**config.mk**
```make
export PLATFORM = sky130hd
export DESIGN_NAME = chroma_cti
export DESIGN_NICKNAME = d
export VERILOG_FILES = /design/src/rtl/chroma_cti_pkg.sv /design/src/rtl/chroma_cti_taps.sv /design/src/rtl/chroma_cti_core.sv /design/src/rtl/chroma_cti.sv
export SDC_FILE = /design/constraint.sdc
export NUM_CORES = 1
export LEC_CHECK = 0
export ABC_AREA = 1
export BUFFER_PORTS_ARGS = -buffer_cell sky130_fd_sc_hd__buf_2
export CORE_MARGIN = 2
export CORE_UTILIZATION = 65
export CTS_CLUSTER_SIZE = 16
export DETAILED_ROUTE_END_ITERATION = 16
export PLACE_DENSITY = 0.79
export SLEW_MARGIN = 20
export SYNTH_ARGS = -nofsm -noshare
export SYNTH_HDL_FRONTEND = slang
export SYNTH_SLANG_ARGS = --single-unit
```
**constraint.sdc**
```tcl
create_clock -name clk_i -period 32.3 [get_ports clk_i]
set_clock_uncertainty 0.15 [all_clocks]
set_input_delay 6.46 -clock clk_i [delete_from_list [all_inputs] [get_ports clk_i]]
set_output_delay 6.46 -clock clk_i [all_outputs]
set_load 0.005 [all_outputs]
```
**src/rtl/chroma_cti_pkg.sv**
```systemverilog
package chroma_cti_pkg;
  typedef logic [1:0] sel_t;

  function automatic logic signed [3:0] gain_factor(sel_t s);
    return $signed({2'b00, s}) + 4'sd1;
  endfunction
endpackage

```
**src/rtl/chroma_cti_taps.sv**
```systemverilog
module chroma_cti_taps #(
  parameter int DATA_W = 8,
  parameter int DEPTH  = 9
) (
  input  logic                    clk_i,
  input  logic                    rst_ni,
  input  logic                    valid_i,
  input  logic [DATA_W-1:0]       sample_i,
  output logic [DEPTH*DATA_W-1:0] taps_o
);
  logic [DEPTH*DATA_W-1:0] taps_q;

  always_ff @(posedge clk_i or negedge rst_ni) begin
    if (!rst_ni)      taps_q <= '0;
    else if (valid_i) taps_q <= {taps_q[(DEPTH-1)*DATA_W-1:0], sample_i};
  end

  assign taps_o = taps_q;

  // history frozen on idle cycles
  a_r9_hold_when_idle: assert property (@(posedge clk_i) disable iff (!rst_ni)
    !valid_i |=> $stable(taps_q));
endmodule

```
**src/rtl/chroma_cti_core.sv**
```systemverilog
module chroma_cti_core
  import chroma_cti_pkg::*;
#(
  parameter int DATA_W   = 8,
  parameter int MAX_HALF = 4
) (
  input  logic                               clk_i,
  input  logic                               rst_ni,
  input  logic [(2*MAX_HALF+1)*DATA_W-1:0]   taps_i,
  input  sel_t                               len_sel_i,
  input  sel_t                               gain_sel_i,
  input  logic                               detail_i,
  output logic [DATA_W-1:0]                  out_o
);
  localparam int DEPTH = 2*MAX_HALF + 1;
  localparam int DW    = DATA_W + 2;
  localparam int PW    = DATA_W + 5;

  logic signed [DATA_W-1:0] tap [DEPTH];
  for (genvar i = 0; i < DEPTH; i++) begin : g_tap
    assign tap[i] = taps_i[i*DATA_W +: DATA_W];
  end

  logic signed [DATA_W-1:0] ctr, win_max, win_min, target, res_s;
  logic signed [DW-1:0]     d2;
  logic signed [PW-1:0]     diff, prod, res;
  logic [3:0]               flips;
  logic                     bypass;
  int                       lo_idx, hi_idx;

  assign ctr = tap[MAX_HALF];
  assign d2  = DW'(tap[MAX_HALF-1]) + DW'(tap[MAX_HALF+1]) - (DW'(ctr) <<< 1);

  always_comb begin
    lo_idx  = MAX_HALF - (int'(len_sel_i) + 1);
    hi_idx  = MAX_HALF + (int'(len_sel_i) + 1);
    win_max = ctr;
    win_min = ctr;
    for (int i = 0; i < DEPTH; i++) begin
      if (i >= lo_idx && i <= hi_idx) begin
        if (tap[i] > win_max) win_max = tap[i];
        if (tap[i] < win_min) win_min = tap[i];
      end
    end
  end

  // sign changes of the first difference inside the window
  always_comb begin
    logic signed [DATA_W:0] da, db;
    flips = '0;
    for (int i = 0; i < DEPTH-2; i++) begin
      da = (DATA_W+1)'(tap[i])   - (DATA_W+1)'(tap[i+1]);
      db = (DATA_W+1)'(tap[i+1]) - (DATA_W+1)'(tap[i+2]);
      if (i >= lo_idx && i + 2 <= hi_idx &&
          ((da > 0 && db < 0) || (da < 0 && db > 0)))
        flips = flips + 4'd1;
    end
  end

  assign bypass = detail_i && (flips > 4'd1);

  always_comb begin
    if (d2 > 0)      target = win_min;
    else if (d2 < 0) target = win_max;
    else             target = ctr;
    diff = PW'(target) - PW'(ctr);
    prod = diff * PW'(gain_factor(gain_sel_i));
    res  = PW'(ctr) + (prod >>> 2);
  end

  assign res_s = bypass ? ctr : res[DATA_W-1:0];
  assign out_o = res_s;

  a_r6_within_window: assert property (@(posedge clk_i) disable iff (!rst_ni)
    res_s >= win_min && res_s <= win_max);
  a_r3_flat_passes: assert property (@(posedge clk_i) disable iff (!rst_ni)
    d2 == 0 |-> res_s == ctr);
  a_r7_detail_bypass: assert property (@(posedge clk_i) disable iff (!rst_ni)
    (detail_i && flips > 4'd1) |-> res_s == ctr);
  a_r5_full_gain_hits_min: assert property (@(posedge clk_i) disable iff (!rst_ni)
    (gain_sel_i == 2'd3 && !bypass && d2 > 0) |-> res_s == win_min);
endmodule

```
**src/rtl/chroma_cti.sv**
```systemverilog
module chroma_cti
  import chroma_cti_pkg::*;
#(
  parameter int DATA_W   = 8,
  parameter int MAX_HALF = 4
) (
  input  logic              clk_i,
  input  logic              rst_ni,
  input  logic              valid_i,
  input  logic [DATA_W-1:0] u_i,
  input  logic [DATA_W-1:0] v_i,
  input  logic [1:0]        len_sel_i,
  input  logic [1:0]        gain_sel_i,
  input  logic              detail_i,
  output logic              valid_o,
  output logic [DATA_W-1:0] u_o,
  output logic [DATA_W-1:0] v_o
);
  localparam int DEPTH = 2*MAX_HALF + 1;
  localparam int NCH   = 2;

  logic [DATA_W-1:0] ch_in  [NCH];
  logic [DATA_W-1:0] ch_out [NCH];

  assign ch_in[0] = u_i;
  assign ch_in[1] = v_i;

  for (genvar c = 0; c < NCH; c++) begin : g_ch
    logic [DEPTH*DATA_W-1:0] taps;
    chroma_cti_taps #(.DATA_W(DATA_W), .DEPTH(DEPTH)) u_taps (
      .clk_i(clk_i), .rst_ni(rst_ni), .valid_i(valid_i),
      .sample_i(ch_in[c]), .taps_o(taps));
    chroma_cti_core #(.DATA_W(DATA_W), .MAX_HALF(MAX_HALF)) u_core (
      .clk_i(clk_i), .rst_ni(rst_ni), .taps_i(taps),
      .len_sel_i(len_sel_i), .gain_sel_i(gain_sel_i), .detail_i(detail_i),
      .out_o(ch_out[c]));
  end

  always_ff @(posedge clk_i or negedge rst_ni) begin
    if (!rst_ni) valid_o <= 1'b0;
    else         valid_o <= valid_i;
  end

  assign u_o = ch_out[0];
  assign v_o = ch_out[1];

  a_r2_valid_follows: assert property (@(posedge clk_i) disable iff (!rst_ni)
    valid_i |=> valid_o);
  a_r9_idle_no_valid: assert property (@(posedge clk_i) disable iff (!rst_ni)
    !valid_i |=> !valid_o);
endmodule

```
==> results of run 1 <==
==> repair_timing <==
item | in CTS | in global routing
gates resized for setup | 0 | 102
endpoints found under the setup margin | 0 | 14
setup buffers | 0 | 29
==> routing by layer <==
layer,up-vias,GRT usage,part of all wire
met5,-,0,0
met4,0,0.214,0.056
met3,246,0.0609,0.073
met2,966,0.605,0.45
met1,11700,0.471,0.42
li1,12500,-,-
==> cell type report <==
class	instances	area (um2)	area share
Inverter	546	2060	0.0766
Multi-Input combinational cell	2972	19400	0.722
Sequential cell	145	3630	0.135
Tap cell	518	648	0.0241
Clock inverter	14	156	0.00582
Timing Repair Buffer	84	568	0.0211
Clock buffer	17	425	0.0158
==> cells in the final DEF (no fill, tap or decap), drive strengths merged, types with 83 or more instances in the layout <==
cell / count
a21oi: 195
buf: 83
dfrtp: 145
ha: 457
inv: 546
nand2: 993
nand3: 150
nand4: 91
nor2: 216
o21ai: 448
xor2: 102
==> kinds of logic (layout without fill, tap and decap cells) <==
logic type,Yosys count,count (layout),synth area share
AND/OR/NAND/NOR,1527,1527,0.265
multiplexers,13,13,0.00575
AO/OA/AOI/OAI,784,785,0.175
flip-flops,145,145,0.144
adder cells (fa/ha/maj),507,507,0.266
XOR/XNOR,140,140,0.0486
buffers and inverters,617,661,0.0958
==> registers in the layout, indices dropped and copies added, names as in the netlist <==
register and flops:
g_ch.u_taps.taps_o 144, valid_o 1
==> critical path: cells and delay by family <==
| family | cells | cell delay [ps] |
|---|---|---|
| xor+xnor | 7 | 1390 |
| simple gates | 34 | 4320 |
| fa+ha+maj | 14 | 4520 |
| compound gates | 36 | 6320 |
| buf+inv | 14 | 1420 |
==> metrics by stage <==
step | util | setup TNS (ps) | worst slack (ps) | cells
after CTS | 0.687 | 0 | 265 | 4265
after floorplan | - | 0 | 3120 | 3733
after global placement | 0.672 | 0 | 952 | 4234
after global routing | 0.699 | -38.0 | -38.0 | 4296
after detailed placement | 0.672 | 0 | 372 | 4234
final | 0.699 | 0 | 1200 | 4296
==> worst paths after layout <==
path,start,end,slack [ps],cells past startpoint
setup reg to reg,g_ch[0].u_taps.taps_o[32],g_ch[0].u_taps.taps_o[32],30620,2
setup / recovery,len_sel_i[1],u_o[7],1200,105
max in group asynchronous,rst_ni,g_ch[0].u_taps.taps_o[45],24410,3
min in group asynchronous,rst_ni,g_ch[1].u_taps.taps_o[59],5750,1
hold reg to reg,g_ch[1].u_taps.taps_o[0],g_ch[1].u_taps.taps_o[8],350,2
hold / removal,g_ch[1].u_taps.taps_o[0],g_ch[1].u_taps.taps_o[8],350,2
==> flow_summary.yaml, run 1 <==
global_route:
  grt_max_degree: 113
  grt.overflow.total: 0
  first_global_vias: 24500
  antenna_found_initial: 0
  grt_use_total: 0.373
  grt_pass1_wl_mm: 121
layout:
  syn_to_final_growth_pct: 6.54
  n_antenna_cell: 0
  fin_area_mm2: 0.0269
  drive_gt1_frac: 0.0807
  fillers: 3348
  layout.nets: 4297
cts:
  cts.hold.buffers_added: 0
  clk_latency_ps: 510
  path_clk_slew_ps: 60
  cts_sinks: 145
  numCtsBuffers: 17
  cts-root-buf: "clkbuf_16"
  max-clock-path-buffers: 2
  cts_tree: "yes"
  cts_max_level: 4
floorplan:
  die_h_um: 201
  die_w_um: 201
  rows: 72
  dieArea_mm2: 0.0404
  ios: 41
  core_area_mm2: 0.0385
  initial_core_util: 0.656
placed_design:
  gp_congestion: 1.02
  portBuffers: 40
  dpl.hpwl_mm: 59.4
  post_dp_cell_area_mm2: 0.0258
timing:
  max_freq_ghz: 0.0322
  whs_ps: 353
  slew_headroom: 0.295
  tightest_slew_ps: 1060
  finalCritPeriodShare: 0.963
  finalHoldViolations: 0
  setup_viol: 0
  finalMaxSlewViolations: 0
  period_minus_slack_ps: 31100
logic_synthesis:
  synth_edf_count: 0
  synth_most_common_cell: "nand2_1"
  async_flop_share: 1.00
  syn_inst: 3733
  yosysWarnings: 0
  synth_cell_type_count: 62
  syn_avg_cell_area_um2: 6.76
  synth_commonest_cells: "nand2_1 (936), inv_1 (539), ha_1 (457)"
  ys_seq_elements: 145
  synth_fp_nets: 4264
  yosysTopAreaCellShare: 0.227
  synth_ff_type: "dfrtp_1"
  synth_top_cell_by_area: "ha_1"
  syn_area_mm2: 0.0252
  ys_seq_area_frac: 0.144
  synth_area_leaders: "ha_1 (23%), dfrtp_1 (14%), nand2_1 (14%)"
route:
  drc_errors: 0
  wl_per_cell_um: 17.6
  num_vias: 25500
  drt_iter0_drc: 2030
  finalWirelength_mm: 75.6
  ant_nets: 0
  vias_per_cell: 5.93
  drt_first_pass_iters: 7
critical_path:
  worstPathRequired_ps: 25690
  cp_slowest_cell: "fa_1"
  arrival_ps: 24490
  slowest_delay_ps: 530
  worst_setup_path_start_kind: "primary input"
  path_class: "primary input to output port"
  crit_top_cell: "nand2_1"
  cp_max_fo: 16
  critPathCaptureType: "output port"
run_status:
  status: "finished clean"
run:
  maxCapViolCount: 0
worst_hold_path:
  hp-class: "flop to flop"
Power of run 1 is left out: the tool's default activity adds up to more than one toggle a clock period on the data nets, which glitch-free logic cannot reach.
==> inputs of run 2 (changes only) <==
- SYNTH_HIERARCHICAL: default -> 1
==> flow_summary.yaml, run 2 <==
run_status:
  status: "finished clean"
timing:
  tightest_slew_ps: 1050
  period_minus_slack_ps: 30720
  slew_headroom: 0.302
  finalMaxSlewViolations: 0
  max_freq_ghz: 0.0326
  tns_ps: 0
  finalCritPeriodShare: 0.951
  finalHoldViolations: 0
  setup_viol: 0
placed_design:
  dpl.hpwl_mm: 53.5
  post_dp_cell_area_mm2: 0.0259
  portBuffers: 40
  gp_congestion: 0.947
layout:
  drive_gt1_frac: 0.0491
  fin_area_mm2: 0.0266
  n_antenna_cell: 0
  largest_register_ffs: 144
  syn_to_final_growth_pct: 4.93
  final_util: 0.691
  layout_commonest_cell: "nand2_1"
  final_cell_mix: "nand2_1 (1232), inv_1 (537), ha_1 (461)"
  fillers: 3576
  layout.nets: 4413
critical_path:
  critPathCaptureType: "output port"
  path_class: "primary input to output port"
  worst-r2r-cell-count: 2
  worstPathRequired_ps: 25690
  slowest_delay_ps: 550
  arrival_ps: 24110
  cp_max_fo: 17
  worst_setup_path_start_kind: "primary input"
  cp_slowest_cell: "fa_1"
  crit_top_cell: "nand2_1"
global_route:
  grt_use_total: 0.351
  antenna_found_initial: 0
  grt.overflow.total: 0
  grt_pass1_wl_mm: 116
  grt_max_degree: 84
  first_global_vias: 23200
logic_synthesis:
  syn_inst: 3869
  syn_avg_cell_area_um2: 6.56
  synth_fp_nets: 4405
  synth_most_common_cell: "nand2_1"
  synth_cell_type_count: 50
  yosysTopAreaCellShare: 0.228
  ys_seq_area_frac: 0.143
  synth_area_leaders: "ha_1 (23%), nand2_1 (18%), dfrtp_1 (14%)"
  synth_commonest_cells: "nand2_1 (1234), inv_1 (540), ha_1 (462)"
  yosysWarnings: 6
  synth_ff_type: "dfrtp_1"
  async_flop_share: 1.00
  ys_seq_elements: 145
  syn_area_mm2: 0.0254
  synth_top_cell_by_area: "ha_1"
  synth_edf_count: 0
route:
  drc_errors: 0
  met1_length_mm: 32.6
  wl_met2_mm: 30.4
  drt_iter0_drc: 2195
  wl_met3_mm: 5.33
  num_vias: 25200
  drt_first_pass_iters: 6
  wl_per_cell_um: 15.9
  finalWirelength_mm: 70.1
  top_layer_used: "met4"
  vias_per_cell: 5.72
  ant_nets: 0
floorplan:
  initial_core_util: 0.658
  die_w_um: 202
  core_area_mm2: 0.0386
  dieArea_mm2: 0.0406
  rows: 72
  ios: 41
  die_h_um: 202
cts:
  path_clk_slew_ps: 60
  cts_max_level: 4
  clk_latency_ps: 500
  cts-root-buf: "clkbuf_16"
  cts_sinks: 145
  cts_tree: "yes"
  numCtsBuffers: 17
  max-clock-path-buffers: 2
worst_hold_path:
  hp-class: "flop to flop"
  hold_depth: 2
run:
  maxCapViolCount: 0
## run 2: changes by cell type in the layout (fill, tap and decap cells not counted), moves of 7 or more
cell	change
mux2_2	-10
nand2_2	-23
o21ai_1	+13
xor2_1	+11
nand2_1	+300
nor4_1	+10
buf_4	-26
nand3_1	+25
o21ai_0	-140
nand3_2	-12
nand4_1	-7
nor2_1	+9
o21ai_2	-16
## run 2: cells by family (layout without fill, tap and decap cells)
family | Yosys count | after routing | synth area share
and+or+nand+nor | 1812 | 1812 | 0.299
AOI/OAI and AO/OA | 628 | 628 | 0.139
buffers and inverters | 622 | 643 | 0.0997
adders and majority gates | 512 | 512 | 0.267
xor gates and xnor gates | 146 | 146 | 0.0504
DFF | 145 | 145 | 0.143
muxes | 4 | 4 | 0.00168
## run 2: path summary, 6_finish.rpt
check                                     startpoint                         to  slack, ps
min reg2reg                 g_ch[1].u_taps/taps_o[0]   g_ch[1].u_taps/taps_o[8]        360
max reg2reg                g_ch[0].u_taps/taps_o[32]  g_ch[0].u_taps/taps_o[40]      31040
min in group asynchronous                     rst_ni  g_ch[0].u_taps/taps_o[17]       5870
min                         g_ch[1].u_taps/taps_o[0]   g_ch[1].u_taps/taps_o[8]        360
max in group asynchronous                     rst_ni  g_ch[1].u_taps/taps_o[58]      24720
max                                     len_sel_i[1]                     u_o[7]       1580
## run 2: worst max-delay path: cells and delay by family
family | cells | cell delay [ps]
compound gates | 32 | 5660
fa+ha+maj | 15 | 4890
simple gates | 42 | 4520
xor+xnor | 6 | 1170
buf+inv | 12 | 1390
## run 2: final cells by class
type / instances / area, um2 / share of cell area
Clock buffer: 20 / 457 / 0.0172
Clock inverter: 12 / 133 / 0.00498
Inverter: 556 / 2110 / 0.0791
Multi-Input combinational cell: 3102 / 19300 / 0.726
Sequential cell: 145 / 3630 / 0.136
Tap cell: 518 / 648 / 0.0243
Timing Repair Buffer: 55 / 325 / 0.0122
## run 2: timing repair
action / CTS / global route
hold buffers: 0 / 0
setup buffers: 0 / 7
endpoints found under the hold margin: 0 / 0
gates resized for setup: 0 / 82
endpoints found under the setup margin: 0 / 13
## run 2: layer usage
layer | GRT usage | vias up
li1 | - | 12700
met1 | 0.493 | 11400
met2 | 0.548 | 945
met3 | 0.0512 | 117
met4 | 0.127 | 0
met5 | 0 | -
## run 2: through the flow
step | cells | setup WS (ps) | hold WS [ps]
5_1_grt | 4408 | -35.9 | 388
6_report | 4408 | 1580 | 363
2_1_floorplan | 3869 | 3120 | 313
3_3_place_gp | 4369 | 649 | 345
3_5_place_dp | 4369 | 352 | 358
4_1_cts | 4401 | 304 | 376
Power of run 2 is left out for the same reason.
